File: src/rtl/osr_cmd_rx_pkg.sv
package osr_cmd_rx_pkg;

    localparam int DATA_W = 8;
    localparam int CHAR_W = DATA_W + 2;

    typedef enum logic [2:0] {
        ST_IDLE,
        ST_SOF_LOW,
        ST_WAIT_START,
        ST_DATA,
        ST_ERR_WAIT
    } rx_state_e;

endpackage

File: src/rtl/rx_step_counter.sv
module rx_step_counter #(
    parameter int W    = 5,
    parameter int WRAP = 4
) (
    input  logic         clk,
    input  logic         rst_n,
    input  logic         clr,
    input  logic         inc,
    input  logic         wrap_en,
    output logic [W-1:0] cnt
);
    localparam logic [W-1:0] WRAP_V = W'(WRAP);

    logic [W-1:0] cnt_up;
    assign cnt_up = cnt + 1'b1;

    always_ff @(posedge clk or negedge rst_n) begin
        if (!rst_n) begin
            cnt <= '0;
        end else if (clr) begin
            cnt <= '0;
        end else if (inc) begin
            cnt <= (wrap_en && cnt_up >= WRAP_V) ? '0 : cnt_up;
        end
    end
endmodule

File: src/rtl/rx_char_shift.sv
module rx_char_shift
    import osr_cmd_rx_pkg::*;
(
    input  logic              clk,
    input  logic              rst_n,
    input  logic              clr,
    input  logic              shift_en,
    input  logic              din,
    output logic [CHAR_W-1:0] chr_nxt
);
    logic [CHAR_W-1:0] chr;

    // new bit enters at the top, older bits move toward bit 0
    assign chr_nxt = {din, chr[CHAR_W-1:1]};

    always_ff @(posedge clk or negedge rst_n) begin
        if (!rst_n) begin
            chr <= '0;
        end else if (clr) begin
            chr <= '0;
        end else if (shift_en) begin
            chr <= chr_nxt;
        end
    end
endmodule

File: src/rtl/osr_cmd_rx.sv
module osr_cmd_rx
    import osr_cmd_rx_pkg::*;
#(
    parameter int SPB        = 4,
    parameter int SAMPLE_POS = 2,
    parameter int SOF_MIN    = 10,
    parameter int SOF_MAX    = 14,
    parameter int GAP_MAX    = 25,
    parameter int ERR_HOLD   = 10,
    parameter int MAX_BYTES  = 8,
    localparam int CNT_W     = $clog2(MAX_BYTES + 1)
) (
    input  logic              clk,
    input  logic              rst_n,
    input  logic              sample_en,
    input  logic              sample_bit,
    output logic              byte_valid,
    output logic [DATA_W-1:0] byte_data,
    output logic [CNT_W-1:0]  byte_idx,
    output logic              frame_done,
    output logic [CNT_W-1:0]  frame_len,
    output logic              in_frame
);
    localparam int POS_LIM = (GAP_MAX > ERR_HOLD) ? GAP_MAX : ERR_HOLD;
    localparam int POS_W   = $clog2(((POS_LIM > SPB) ? POS_LIM : SPB) + 2);
    localparam int BIT_LIM = (SOF_MAX > CHAR_W) ? SOF_MAX : CHAR_W;
    localparam int BIT_W   = $clog2(BIT_LIM + 2);

    localparam logic [POS_W-1:0] P_SAMPLE = POS_W'(SAMPLE_POS);
    localparam logic [POS_W-1:0] P_GAP    = POS_W'(GAP_MAX);
    localparam logic [POS_W-1:0] P_HOLD   = POS_W'(ERR_HOLD);
    localparam logic [BIT_W-1:0] B_SOFMIN = BIT_W'(SOF_MIN);
    localparam logic [BIT_W-1:0] B_SOFMAX = BIT_W'(SOF_MAX);
    localparam logic [BIT_W-1:0] B_CHAR   = BIT_W'(CHAR_W);
    localparam logic [CNT_W-1:0] C_MAX    = CNT_W'(MAX_BYTES);

    rx_state_e st, st_nxt;

    logic [POS_W-1:0]  pos, pos_n;
    logic [BIT_W-1:0]  bitc, bit_n;
    logic [CNT_W-1:0]  bcnt, bcnt_n;
    logic [CHAR_W-1:0] chr_nxt;

    logic pos_clr, pos_inc, pos_wrap;
    logic bit_clr, bit_inc;
    logic cnt_clr, cnt_inc;
    logic sh_clr, sh_en;
    logic byte_evt, done_evt;
    logic on_sample, chr_ok, chr_eof, cnt_full;

    // sample position within a bit period, and the long-run gap/hold timer
    rx_step_counter #(.W(POS_W), .WRAP(SPB)) u_pos (
        .clk(clk), .rst_n(rst_n), .clr(pos_clr), .inc(pos_inc),
        .wrap_en(pos_wrap), .cnt(pos)
    );

    // SOF low periods, then character bits
    rx_step_counter #(.W(BIT_W), .WRAP(BIT_LIM + 1)) u_bits (
        .clk(clk), .rst_n(rst_n), .clr(bit_clr), .inc(bit_inc),
        .wrap_en(1'b0), .cnt(bitc)
    );

    // bytes in the current frame
    rx_step_counter #(.W(CNT_W), .WRAP(MAX_BYTES)) u_bytes (
        .clk(clk), .rst_n(rst_n), .clr(cnt_clr), .inc(cnt_inc),
        .wrap_en(1'b0), .cnt(bcnt)
    );

    rx_char_shift u_shift (
        .clk(clk), .rst_n(rst_n), .clr(sh_clr), .shift_en(sh_en),
        .din(sample_bit), .chr_nxt(chr_nxt)
    );

    assign pos_n     = pos + 1'b1;
    assign bit_n     = bitc + 1'b1;
    assign bcnt_n    = bcnt + 1'b1;
    assign on_sample = (pos_n == P_SAMPLE);
    assign chr_ok    = chr_nxt[CHAR_W-1] & ~chr_nxt[0];
    assign chr_eof   = (chr_nxt == '0);
    assign cnt_full  = (bcnt_n >= C_MAX);

    always_comb begin
        st_nxt   = st;
        pos_clr  = 1'b0;
        pos_inc  = 1'b0;
        pos_wrap = 1'b0;
        bit_clr  = 1'b0;
        bit_inc  = 1'b0;
        cnt_clr  = 1'b0;
        cnt_inc  = 1'b0;
        sh_clr   = 1'b0;
        sh_en    = 1'b0;
        byte_evt = 1'b0;
        done_evt = 1'b0;
        if (sample_en) begin
            unique case (st)
                ST_IDLE: begin
                    if (!sample_bit) begin
                        st_nxt  = ST_SOF_LOW;
                        pos_clr = 1'b1;
                        bit_clr = 1'b1;
                    end
                end
                ST_SOF_LOW: begin
                    pos_inc  = 1'b1;
                    pos_wrap = 1'b1;
                    if (on_sample) begin
                        if (sample_bit) begin
                            pos_clr = 1'b1;
                            if (bitc >= B_SOFMIN) begin
                                st_nxt  = ST_WAIT_START;
                                cnt_clr = 1'b1;
                            end else begin
                                st_nxt = ST_ERR_WAIT;
                            end
                        end else begin
                            bit_inc = 1'b1;
                            if (bit_n > B_SOFMAX) begin
                                st_nxt  = ST_ERR_WAIT;
                                pos_clr = 1'b1;
                            end
                        end
                    end
                end
                ST_WAIT_START: begin
                    if (sample_bit) begin
                        pos_inc = 1'b1;
                        if (pos_n > P_GAP) begin
                            st_nxt  = ST_ERR_WAIT;
                            pos_clr = 1'b1;
                        end
                    end else begin
                        st_nxt  = ST_DATA;
                        pos_clr = 1'b1;
                        bit_clr = 1'b1;
                        sh_clr  = 1'b1;
                    end
                end
                ST_DATA: begin
                    pos_inc  = 1'b1;
                    pos_wrap = 1'b1;
                    if (on_sample) begin
                        sh_en   = 1'b1;
                        bit_inc = 1'b1;
                        if (bit_n == B_CHAR) begin
                            if (chr_ok) begin
                                byte_evt = 1'b1;
                                cnt_inc  = 1'b1;
                                pos_clr  = 1'b1;
                                st_nxt   = cnt_full ? ST_ERR_WAIT : ST_WAIT_START;
                            end else if (chr_eof) begin
                                done_evt = 1'b1;
                                st_nxt   = ST_IDLE;
                            end else begin
                                st_nxt  = ST_ERR_WAIT;
                                pos_clr = 1'b1;
                            end
                        end
                    end
                end
                ST_ERR_WAIT: begin
                    pos_inc = 1'b1;
                    if (pos_n > P_HOLD) begin
                        st_nxt = ST_IDLE;
                    end
                end
                default: st_nxt = ST_IDLE;
            endcase
        end
    end

    // state register
    always_ff @(posedge clk or negedge rst_n) begin
        if (!rst_n) begin
            st <= ST_IDLE;
        end else begin
            st <= st_nxt;
        end
    end

    // registered outputs
    always_ff @(posedge clk or negedge rst_n) begin
        if (!rst_n) begin
            byte_valid <= 1'b0;
            byte_data  <= '0;
            byte_idx   <= '0;
            frame_done <= 1'b0;
            frame_len  <= '0;
            in_frame   <= 1'b0;
        end else begin
            byte_valid <= byte_evt;
            frame_done <= done_evt;
            in_frame   <= (st_nxt == ST_WAIT_START) || (st_nxt == ST_DATA);
            if (byte_evt) begin
                byte_data <= chr_nxt[DATA_W:1];
                byte_idx  <= bcnt;
            end
            if (done_evt) begin
                frame_len <= bcnt;
            end
        end
    end
endmodule

File: config.mk
export PLATFORM = sky130hd
export DESIGN_NAME = osr_cmd_rx
export DESIGN_NICKNAME = d
export VERILOG_FILES = /design/src/rtl/osr_cmd_rx_pkg.sv /design/src/rtl/rx_step_counter.sv /design/src/rtl/rx_char_shift.sv /design/src/rtl/osr_cmd_rx.sv
export SDC_FILE = /design/constraint.sdc
export NUM_CORES = 1
export LEC_CHECK = 0
export BUFFER_PORTS_ARGS = -buffer_cell sky130_fd_sc_hd__buf_2
export CAP_MARGIN = 20
export CORE_UTILIZATION = 47
export DETAILED_ROUTE_END_ITERATION = 10
export HOLD_SLACK_MARGIN = 0.15
export PLACE_DENSITY = 0.7
export SLEW_MARGIN = 15
export SYNTH_ARGS = -nofsm -noshare
export SYNTH_HDL_FRONTEND = slang
export SYNTH_SLANG_ARGS = --single-unit
File: constraint.sdc
create_clock -name clk -period 4.02 [get_ports clk]
set_input_delay 1.206 -clock clk [delete_from_list [all_inputs] [get_ports clk]]
set_output_delay 1.206 -clock clk [all_outputs]
set_load 0.05 [all_outputs]
==> run_results.csv, run 1 <==
group,metric,value,unit
power,p_int,0.790,mW
grt,grtUsageTotal,0.178,
cts,cts.path.max_buffers,2,
cts,post_cts.repair.setup_buffers,0,
logic_synthesis,synthFlopType,"dfrtp_1",
worst_hold_path,hold_start,"byte_data[7]",
worst_setup_path,crit_arrival,2.99,ns
grt,grt_max_degree,45,
logic_synthesis,syn_avg_cell_area,10.5,µm²
sta,fin_crit,2.75,ns
worst_setup_path,reg2reg_slack,1.27,ns
sta,hold_ws,0.487,ns
sta,setup_viol,0,
worst_setup_path,r2r_end,"u_bytes.cnt[3]",
cts,ctsHtreeMaxLevel,2,
floorplan,io_pins,23,
job,drv_cap,0,
worst_hold_path,hold_depth,2,
sta,relSlewSlack,0.348,
power,combPwrFrac,0.267,
sta,grt_setup_unrepaired,"false",
floorplan,row_count,25,
worst_setup_path,cp-start-kind,"register",
sta,fin_crit_sh,0.684,
worst_hold_path,holdPathEnd,"byte_data[7]",
logic_synthesis,synthArstFlopShare,1.00,
worst_setup_path,critPathRequiredTime,4.25,ns
placement,port_buffers,22,
sta,fin_tns_setup,0,ns
worst_setup_path,reg2regPathDepth,7,
logic_synthesis,ys_warn_count,0,
cts,path_clk_slew,0.09,ns
power,p_seq_frac,0.444,
floorplan,die_y,73.8,µm
logic_synthesis,synthDistinctLibCells,55,
power,switching_share,0.342,
detailed_routing,drc,0,
power,p_leak,1.33,nW
logic_synthesis,syn_inst,231,
logic_synthesis,syn_area,2420,µm²
worst_setup_path,path_max_fanout,18,
logic_synthesis,yosysSeqAreaShare,0.455,
sta,slew_viol_final,0,
grt,grt_pass1_vias,1625,
cells_and_area,fin_util,0.554,
cells_and_area,drive_above_1_share,0.218,
detailed_routing,ant_nets,0,
power,peakVddDrop,0.000246,V
detailed_routing,wl_per_cell,14.3,µm
floorplan,start_util,0.500,
grt,antenna_found_initial,0,
worst_setup_path,reg2reg_from,"u_pos.cnt[0]",
grt,overflow,0,
cts,numClockSinks,44,
cells_and_area,final_common_cell,"dfrtp_1",
worst_hold_path,hold_class,"reg2reg",
power,p_switching,0.410,mW
grt,grt_pass1_wl,7360,µm
placement,gp_congestion,0.813,
detailed_routing,firstDrtPassIters,4,
cts,ctsResizeCount,0,
floorplan,coreArea,4850,µm²
detailed_routing,drtIter0Drc,86,
detailed_routing,viasPerCell,5.45,
status,status,"completed",
logic_synthesis,ys_seq_elements,44,
cts,cts_tree,"done",
cells_and_area,fin_nets,262,
cts,clock_latency,0.30,ns
floorplan,dieArea,5440,µm²
worst_setup_path,cp-end-kind,"register",
sta,hold_viol_final,0,
detailed_routing,finalWirelength,4550,µm
logic_synthesis,synth_edf_count,0,
cts,cts_root_buffer,"clkbuf_8",
cts,cts_buffers,5,
logic_synthesis,syn-num-nets,242,
sta,fin_worst_skew,0.00747,ns
floorplan,die_x,73.8,µm
power,power_density,446,nW/µm²
worst_setup_path,setup.worst_path.class,"reg2reg",
detailed_routing,num_vias,1738,
cells_and_area,area_growth_syn_to_layout,11.0,%
cells_and_area,final_cell_mix,"44 x dfrtp_1, 22 x buf_2, 21 x nor2_1",
cells_and_area,diodes,0,
placement,hpwlAfterDp,3300,µm
power,clockPowerShare,0.289,
sta,timing.fmax,363,MHz
sta,worst_pin_slew,0.971,ns
cts,postCtsHoldBufs,0,
[per-stage QoR]
stage	total power, mW	std cells	area (µm²)	setup slack, ns
floorplan	0.777	231	2420	1.50
global placement	0.853	311	2570	1.19
detailed placement	0.861	311	2570	1.16
CTS	1.21	319	2690	1.26
global route	1.27	319	2690	0.984
finish	1.20	319	2690	1.27
[routing by layer]
metal	vias to the layer above	global-route usage	routed length, µm
li1	875	-	-
met1	832	0.235	2320
met2	26	0.286	2050
met3	5	0.0370	118
met4	0	0.0684	55
met5	-	0	0
[sequential cells by signal (all words and copies together) (netlist names), named ones only]
register and cells:
byte_data 8, byte_valid 1, in_frame 1, u_bytes.cnt 4, st 2, u_shift.chr 9
u_pos.cnt 5, u_bits.cnt 4, frame_done 1, frame_len 4, byte_idx 4
[critical path: stages (launching register included)]
cell and delay (ns):
dfrtp_1 0.49, ha_1 0.39, nor4_1 0.32, nand2_1 0.21, a21oi_4 0.47, nand3_4 0.29
or3_1 0.38, a21oi_1 0.14
[worst max path at each step]
| stage | startpoint | end | slack (ns) |
|---|---|---|---|
| CTS | u_pos.cnt[0] | u_bytes.cnt[3] | 1.26 |
| finish | u_pos.cnt[0] | u_bytes.cnt[3] | 1.27 |
| floorplan | sample_en | frame_len[0] | 1.50 |
| detailed placement | sample_en | u_bytes.cnt[3] | 1.16 |
| global route | u_pos.cnt[0] | u_bytes.cnt[3] | 0.98 |
| global placement | sample_en | u_bytes.cnt[3] | 1.19 |
[power by group through the flow]
stage               combinational [mW]  sequential, mW  clock [mW]
floorplan                        0.257           0.520           0
global placement                 0.315           0.539           0
detailed placement               0.320           0.542           0
CTS                              0.322           0.533       0.354
global route                     0.359           0.541       0.370
finish                           0.320           0.533       0.347
[layout make-up]
class                           instances  area [µm²]
Multi-Input combinational cell        168        1240
Sequential cell                        44        1100
Clock buffer                            5        68.8
Fill cell                             431        2160
Inverter                                9        33.8
Tap cell                               67        83.8
Timing Repair Buffer                   23         118
Clock inverter                          3        46.3
[cell families after synthesis]
group | Yosys count | synth area share
compound gates | 49 | 0.162
xor+xnor | 5 | 0.0181
fa+ha+maj | 7 | 0.0362
buf+inv | 19 | 0.0351
flops | 44 | 0.455
mux | 26 | 0.116
simple gates | 81 | 0.178
[Yosys cell counts, types with 2 or more instances]
| master | number | share of area |
|---|---|---|
| nor3_1 | 2 | 0.0041 |
| o21ai_0 | 10 | 0.021 |
| xor2_1 | 3 | 0.011 |
| dfrtp_1 | 44 | 0.45 |
| or3_1 | 3 | 0.0077 |
| xnor2_1 | 2 | 0.0072 |
| buf_2 | 5 | 0.010 |
| nand2_1 | 17 | 0.026 |
| and2_1 | 2 | 0.0052 |
| o31ai_1 | 2 | 0.0062 |
| a31oi_1 | 4 | 0.010 |
| and3b_1 | 2 | 0.0072 |
| clkbuf_1 | 4 | 0.0062 |
| inv_1 | 9 | 0.014 |
| ha_1 | 7 | 0.036 |
| nand4_1 | 2 | 0.0052 |
| and4_1 | 2 | 0.0072 |
| mux2_2 | 16 | 0.074 |
| a21oi_1 | 8 | 0.017 |
| nand3_1 | 10 | 0.021 |
| mux2i_1 | 10 | 0.041 |
| o211ai_1 | 2 | 0.0062 |
| nor2b_1 | 8 | 0.021 |
| a211oi_1 | 2 | 0.0062 |
| nor2_1 | 21 | 0.033 |
| a21boi_0 | 2 | 0.0062 |
| a22o_1 | 2 | 0.0072 |
| nor4_1 | 3 | 0.0077 |
(Power assumes the default switching activity.)
==> inputs of run 2 (changes only) <==
--- a/config.mk
+++ b/config.mk
@@ -5,12 +5,13 @@
 export SDC_FILE = /design/constraint.sdc
 export NUM_CORES = 1
 export LEC_CHECK = 0
+export ABC_AREA = 1
 export BUFFER_PORTS_ARGS = -buffer_cell sky130_fd_sc_hd__buf_2
 export CAP_MARGIN = 20
 export CORE_UTILIZATION = 47
 export DETAILED_ROUTE_END_ITERATION = 10
 export HOLD_SLACK_MARGIN = 0.15
-export PLACE_DENSITY = 0.7
+export PLACE_DENSITY = 0.72
 export SLEW_MARGIN = 15
 export SYNTH_ARGS = -nofsm -noshare
 export SYNTH_HDL_FRONTEND = slang
==> constraint.sdc (replaced) <==
create_clock -name clk -period 2.5 [get_ports clk]
set_input_delay 0.75 -clock clk [delete_from_list [all_inputs] [get_ports clk]]
set_output_delay 0.75 -clock clk [all_outputs]
set_load 0.05 [all_outputs]
==> run 2 against run 1 <==
  * Count of clock-buffer cells in the layout is 1 higher
  * Routed wire length up 10%
  * First-iteration DRC count up 110%
  * Die area up 0.20%
  * Fmax grew 32%
  * Combinational power is 150% higher
  * Area after synthesis rose by 0.21%
  * Clock skew grew 0.0029 ns
  * Critical path type unchanged
  * Largest cell class unchanged
==> run_results.csv, run 2 <==
group,metric,value,unit
grt,grt_max_degree,30,
logic_synthesis,synthAdderAreaFrac,0.0361,
worst_setup_path,cp-start-kind,"register",
logic_synthesis,synthArstFlopShare,1.00,
logic_synthesis,syn-num-nets,316,
sta,grt_setup_unrepaired,"false",
worst_setup_path,slowest_delay,0.48,ns
power,p_seq_frac,0.400,
worst_setup_path,crit_arrival,2.26,ns
job,drv_cap,0,
worst_setup_path,path_max_fanout,21,
placement,place_inst,390,
logic_synthesis,ys_warn_count,0,
floorplan,start_util,0.501,
logic_synthesis,synthFlopType,"dfrtp_1",
logic_synthesis,syn_inst,305,
detailed_routing,viasPerCell,5.16,
power,clockPowerShare,0.252,
logic_synthesis,syn_avg_cell_area,7.96,µm²
sta,fin_tns_setup,0,ns
worst_setup_path,reg2reg_slack,0.42,ns
logic_synthesis,synth_top_area_share,0.454,
cells_and_area,fin_nets,341,
cts,ctsResizeCount,0,
grt,grt_pass1_vias,1962,
logic_synthesis,synth.area.top_cells,"dfrtp_1 45%, nand2_1 13%, inv_1 4.8%",
logic_synthesis,synth.largest_area_cell,"dfrtp_1",
cts,post_cts.repair.setup_buffers,0,
cts,cts_tree,"done",
cells_and_area,area_growth_syn_to_layout,11.4,%
detailed_routing,firstDrtPassIters,5,
grt,grtUsageTotal,0.210,
sta,setup_viol,0,
logic_synthesis,synth_top_family_by_area,"simple AND/OR/NAND/NOR gates",
cts,postCtsHoldBufs,0,
worst_setup_path,critPathRequiredTime,2.68,ns
sta,fin_crit_sh,0.832,
logic_synthesis,ys_top_cells_by_count,"83 x nand2_1, 44 x dfrtp_1, 31 x inv_1, 26 x nor2_1, 22 x o21ai_0",
worst_setup_path,r2r_end,"u_bytes.cnt[3]",
cells_and_area,final_cells,398,
power,p_leak,1.42,nW
floorplan,coreArea,4850,µm²
logic_synthesis,synthDistinctLibCells,33,
cells_and_area,drive_above_1_share,0.178,
cts,cts_buffers,5,
status,status,"completed",
logic_synthesis,synth_edf_count,0,
detailed_routing,drc,0,
logic_synthesis,synthMuxAreaShare,0,
logic_synthesis,synth_compound_gate_area_share,0.120,
placement,post-place-ws,0.406,ns
detailed_routing,num_vias,2052,
sta,worst_pin_slew,0.402,ns
sta,timing.fmax,481,MHz
power,power_density,833,nW/µm²
cts,cts_root_buffer,"clkbuf_8",
sta,fin_crit,2.08,ns
worst_setup_path,crit_chain,"ha_1, nand3_1, nand2_1, nand2_2, nand2_4, nor2_8, nand2_4, inv_4, nand2_4, clkinv_2, o21ai_1, a21oi_1",
logic_synthesis,ys_seq_elements,44,
power,combPwrFrac,0.348,
cells_and_area,largest_reg_flops,9,
worst_setup_path,setup.worst_path.class,"reg2reg",
grt,overflow,0,
detailed_routing,finalWirelength,5010,µm
sta,fin_worst_skew,0.0104,ns
logic_synthesis,synth_xor_area_frac,0.00361,
floorplan,row_count,25,
sta,hold_viol_final,0,
detailed_routing,drtIter0Drc,179,
sta,slew_viol_final,0,
sta,fin_ws,0.419,ns
detailed_routing,ant_nets,0,
logic_synthesis,synthSimpleGateAreaFrac,0.306,
worst_setup_path,reg2reg_from,"u_pos.cnt[0]",
power,peakVddDrop,0.000401,V
logic_synthesis,syn_area,2430,µm²
cells_and_area,fillers,459,
power,switching_share,0.394,
logic_synthesis,yosysSeqAreaShare,0.454,
placement,port_buffers,22,
cts,numClockSinks,44,
placement,hpwlAfterDp,3800,µm
floorplan,dieArea,5460,µm²
worst_hold_path,hold_class,"in2async",
power,p_switching,0.887,mW
cts,path_clk_slew,0.09,ns
logic_synthesis,yosysMostFrequentCell,"nand2_1",
cts,clock_latency,0.29,ns
cells_and_area,final_cell_mix,"83 x nand2_1, 44 x dfrtp_1, 31 x inv_1",
detailed_routing,wl_per_cell,12.6,µm
cells_and_area,reg.largest.list,"u_shift.chr x9, byte_data x8, u_pos.cnt x5",
cells_and_area,fin_util,0.558,
cells_and_area,top_register,"u_shift.chr",
floorplan,die_y,73.9,µm
floorplan,io_pins,23,
power,p_int,1.37,mW
worst_setup_path,path_common_cell,"nand2_4",
worst_setup_path,reg2regPathDepth,12,
worst_setup_path,cp-end-kind,"register",
grt,grt_pass1_wl,8680,µm
cts,cts.path.max_buffers,2,
worst_setup_path,cpMaxStageDelayCell,"dfrtp_1",
cells_and_area,final_common_cell,"nand2_1",
cells_and_area,diodes,0,
floorplan,die_x,73.9,µm
placement,gp_congestion,1.06,
sta,relSlewSlack,0.730,
grt,antenna_found_initial,0,
cts,ctsHtreeMaxLevel,2,
==> run 2: cell types whose count changed after synthesis, sizes merged, moves of 7 or more <==
cell / previous run / this run
nor2: 22 / 34
nand2: 17 / 91
nor2b: 8 / 0
nand3: 11 / 19
mux2i: 10 / 0
inv: 9 / 38
nand4: 2 / 9
mux2: 16 / 0
o21ai: 10 / 35
==> run 2: metrics by stage <==
stage          area, µm²  total power, mW  hold slack, ns
3_3_place_gp        2580             1.68           0.461
6_report            2700             2.25           0.355
5_1_grt             2700             2.40           0.382
4_1_cts             2700             2.26           0.369
2_1_floorplan       2430             1.53           0.454
3_5_place_dp        2580             1.68           0.460
==> run 2: layout make-up <==
| cell class | instances | area (µm²) | area share |
|---|---|---|---|
| Timing Repair Buffer | 23 | 118 | 0.0435 |
| Tap cell | 67 | 83.8 | 0.0310 |
| Inverter | 39 | 150 | 0.0555 |
| Multi-Input combinational cell | 217 | 1130 | 0.418 |
| Clock buffer | 6 | 82.6 | 0.0305 |
| Clock inverter | 2 | 38.8 | 0.0143 |
| Sequential cell | 44 | 1100 | 0.407 |
==> run 2: worst max path at each step <==
stage,cells after the start,slack (ns),endpoint,startpoint
after global routing,12,0.17,u_bytes.cnt[3],u_pos.cnt[0]
final,12,0.42,u_bytes.cnt[3],u_pos.cnt[0]
after detailed placement,9,0.41,u_bytes.cnt[3],sample_en
after global placement,9,0.46,u_bytes.cnt[3],sample_en
after CTS,12,0.44,u_bytes.cnt[3],u_pos.cnt[0]
after floorplan,9,0.68,u_bytes.cnt[0],sample_en
==> run 2: power by group through the flow <==
stage | registers, mW | clock network (mW) | logic (mW)
after detailed placement | 0.910 | 0 | 0.774
after CTS | 0.898 | 0.582 | 0.780
after floorplan | 0.899 | 0 | 0.629
after global routing | 0.913 | 0.604 | 0.886
after global placement | 0.907 | 0 | 0.772
final | 0.901 | 0.567 | 0.785
==> run 2: cells by family after synthesis <==
| logic type | Yosys count |
|---|---|
| XOR/XNOR | 1 |
| buffers and inverters | 44 |
| AO/OA/AOI/OAI | 52 |
| flip-flops | 44 |
| AND/OR/NAND/NOR | 157 |
| adder cells (fa/ha/maj) | 7 |
==> run 2: per-layer routing <==
| metal | up-vias | global-route usage | wire length [µm] |
|---|---|---|---|
| met4 | 0 | 0.0705 | 44 |
| met1 | 946 | 0.290 | 2310 |
| met2 | 66 | 0.329 | 2380 |
| li1 | 1036 | - | - |
| met5 | - | 0 | 0 |
| met3 | 4 | 0.0425 | 286 |
==> run 2: worst max-delay path, delay by kind of cell (launching register included) <==
kind                     cells  cell delay [ns]
AND/OR/NAND/NOR              7             0.75
AO/OA/AOI/OAI                2             0.20
adder cells (fa/ha/maj)      1             0.28
buffers and inverters        2             0.26
flip-flops                   1             0.48
==> inputs of run 3 (changes only) <==
--- a/config.mk
+++ b/config.mk
@@ -5,13 +5,13 @@
 export SDC_FILE = /design/constraint.sdc
 export NUM_CORES = 1
 export LEC_CHECK = 0
-export ABC_AREA = 1
+export ABC_AREA = 0
 export BUFFER_PORTS_ARGS = -buffer_cell sky130_fd_sc_hd__buf_2
 export CAP_MARGIN = 20
 export CORE_UTILIZATION = 47
 export DETAILED_ROUTE_END_ITERATION = 10
 export HOLD_SLACK_MARGIN = 0.15
-export PLACE_DENSITY = 0.72
+export PLACE_DENSITY = 0.7
 export SLEW_MARGIN = 15
 export SYNTH_ARGS = -nofsm -noshare
 export SYNTH_HDL_FRONTEND = slang
==> constraint.sdc (replaced) <==
create_clock -name clk -period 2.1 [get_ports clk]
set_input_delay 0.63 -clock clk [delete_from_list [all_inputs] [get_ports clk]]
set_output_delay 0.63 -clock clk [all_outputs]
set_load 0.05 [all_outputs]
==> run 3 against run 2 <==
  * Largest cell class unchanged
  * Combinational power up 12%
  * Non-clock buffer count up 27
  * Routed wire length up 5.1%
  * Count of clock-buffer cells in the layout unchanged
  * Flip-flop and latch count unchanged
  * Largest power group unchanged
  * Hold slack worse by 0.10 ns
  * Global-route usage up 0.51 points
==> run_results.csv, run 3 (synthesized netlist as in run 1, its figures left out) <==
group,metric,value,unit
sta,hold_viol_final,0,
detailed_routing,drc,0,
worst_setup_path,reg2reg_from,"u_pos.cnt[1]",
sta,hold_ws,0.252,ns
sta,timing.fmax,483,MHz
cells_and_area,final_common_cell,"dfrtp_1",
detailed_routing,viasPerCell,5.60,
sta,grt_setup_unrepaired,"true",
floorplan,die_x,73.8,µm
cts,ctsHtreeMaxLevel,2,
worst_setup_path,timing.critical_path.max_delay_family,"simple AND/OR/NAND/NOR gates",
cells_and_area,final_cells,346,
sta,slew_viol_final,0,
power,combPwrFrac,0.345,
grt,grt_pass1_vias,1857,
worst_setup_path,crit_arrival,2.25,ns
sta,fin_tns_setup,0,ns
cells_and_area,reg.largest.list,"u_shift.chr x9, byte_data x8, u_pos.cnt x5",
cells_and_area,area_growth_syn_to_layout,23.0,%
detailed_routing,wl_per_cell,15.2,µm
worst_setup_path,crit_chain,"ha_2, buf_4, or4_4, a211oi_2, a32oi_1, a31oi_1, nor2b_1",
floorplan,coreArea,4850,µm²
power,p_seq_frac,0.387,
worst_setup_path,cp-end-kind,"register",
detailed_routing,finalWirelength,5270,µm
cells_and_area,diodes,0,
status,status,"completed",
power,switching_share,0.333,
floorplan,dieArea,5440,µm²
sta,worst_pin_slew,0.399,ns
sta,setup_viol,0,
power,power_density,857,nW/µm²
sta,fin_crit_sh,0.985,
placement,port_buffers,22,
detailed_routing,firstDrtPassIters,4,
cells_and_area,fin_nets,289,
worst_hold_path,hold_class,"in2async",
detailed_routing,drtIter0Drc,97,
placement,gp_congestion,0.907,
power,power.total,2.55,mW
grt,grt_max_degree,20,
detailed_routing,ant_nets,0,
sta,relSlewSlack,0.734,
cells_and_area,drive_above_1_share,0.344,
grt,grt_pass1_wl,8860,µm
job,drv_cap,0,
floorplan,row_count,25,
cells_and_area,final_cell_mix,"41 x dfrtp_1, 26 x buf_4, 22 x buf_2",
cts,cts_buffers,5,
cts,cts_root_buffer,"clkbuf_8",
placement,place_inst,332,
floorplan,die_y,73.8,µm
power,peakVddDrop,0.000457,V
grt,overflow,0,
worst_setup_path,reg2reg_slack,0.03,ns
cts,postCtsHoldBufs,0,
worst_setup_path,cpMaxStageDelayCell,"or4_4",
worst_setup_path,slowest_delay,0.55,ns
detailed_routing,num_vias,1936,
placement,hpwlAfterDp,3820,µm
cts,path_clk_slew,0.09,ns
power,p_switching,0.850,mW
grt,grtUsageTotal,0.215,
floorplan,start_util,0.500,
worst_setup_path,setup.worst_path.class,"reg2reg",
cells_and_area,top_register,"u_shift.chr",
worst_setup_path,cp_num_buf_inv,1,
power,p_int,1.70,mW
sta,fin_crit,2.07,ns
worst_setup_path,reg2regPathDepth,7,
cts,clock_latency,0.29,ns
worst_setup_path,r2r_end,"in_frame",
sta,fin_worst_skew,0.00825,ns
grt,antenna_found_initial,0,
cts,cts_tree,"done",
cts,cts.path.max_buffers,2,
floorplan,io_pins,23,
power,p_leak,1.48,nW
cells_and_area,fillers,417,
cts,numClockSinks,44,
worst_setup_path,cp-start-kind,"register",
worst_setup_path,path_max_fanout,6,
worst_setup_path,critPathRequiredTime,2.28,ns
cells_and_area,largest_reg_flops,9,
power,clockPowerShare,0.268,
run 3: cell type report:
type / instances / area [µm²] / area share
tap: 67 / 83.8 / 0.0281
clock buffer: 6 / 82.6 / 0.0277
inverter: 9 / 33.8 / 0.0113
timing repair buffer: 50 / 337 / 0.113
multi-input combinational: 168 / 1300 / 0.436
clock inverter: 2 / 38.8 / 0.0130
sequential: 44 / 1100 / 0.371
run 3: metal layers:
metal | vias to the layer above | wire [µm] | global-route usage
met4 | 0 | 32 | 0.0769
met2 | 50 | 2590 | 0.345
met3 | 4 | 181 | 0.0357
met1 | 945 | 2470 | 0.294
li1 | 937 | - | -
met5 | - | 0 | 0
run 3: worst max-delay path by stage:
stage / slack (ns) / from / cells past startpoint / end
6_report: 0.03 / u_pos.cnt[1] / 7 / in_frame
5_1_grt: -0.07 / u_pos.cnt[0] / 7 / in_frame
4_1_cts: 0.0005 / u_pos.cnt[1] / 7 / u_pos.cnt[1]
3_3_place_gp: 0.02 / u_pos.cnt[0] / 9 / in_frame
3_5_place_dp: -0.03 / u_pos.cnt[1] / 8 / in_frame
2_1_floorplan: 0.007 / u_pos.cnt[0] / 8 / frame_len[0]
run 3: power groups by stage:
stage | registers, mW | logic, mW | clock network (mW)
2_1_floorplan | 0.998 | 0.491 | 0
3_3_place_gp | 0.995 | 0.738 | 0
3_5_place_dp | 0.997 | 0.748 | 0
4_1_cts | 0.980 | 0.778 | 0.708
5_1_grt | 1.00 | 0.982 | 0.736
6_report | 0.987 | 0.882 | 0.684
run 3: worst reg2reg max path: stages, from the launching register on:
cell      delay (ns)
dfrtp_1         0.42
ha_2            0.21
buf_4           0.17
or4_4           0.55
a211oi_2        0.22
a32oi_1         0.09
a31oi_1         0.22
nor2b_1         0.07
run 3: timing repair:
action,CTS,global route
gates resized for setup,4,14
endpoints found under the setup margin,5,29
pin swaps,0,7
setup buffers,0,6
run 3: stage by stage:
| stage | utilization | worst slack (ns) | instance area, µm² |
|---|---|---|---|
| 6_report | 0.614 | 0.0310 | 2980 |
| 2_1_floorplan | - | 0.00734 | 2430 |
| 3_5_place_dp | 0.567 | -0.0273 | 2750 |
| 5_1_grt | 0.614 | -0.0659 | 2980 |
| 4_1_cts | 0.596 | 0.000511 | 2890 |
| 3_3_place_gp | 0.567 | 0.0238 | 2750 |
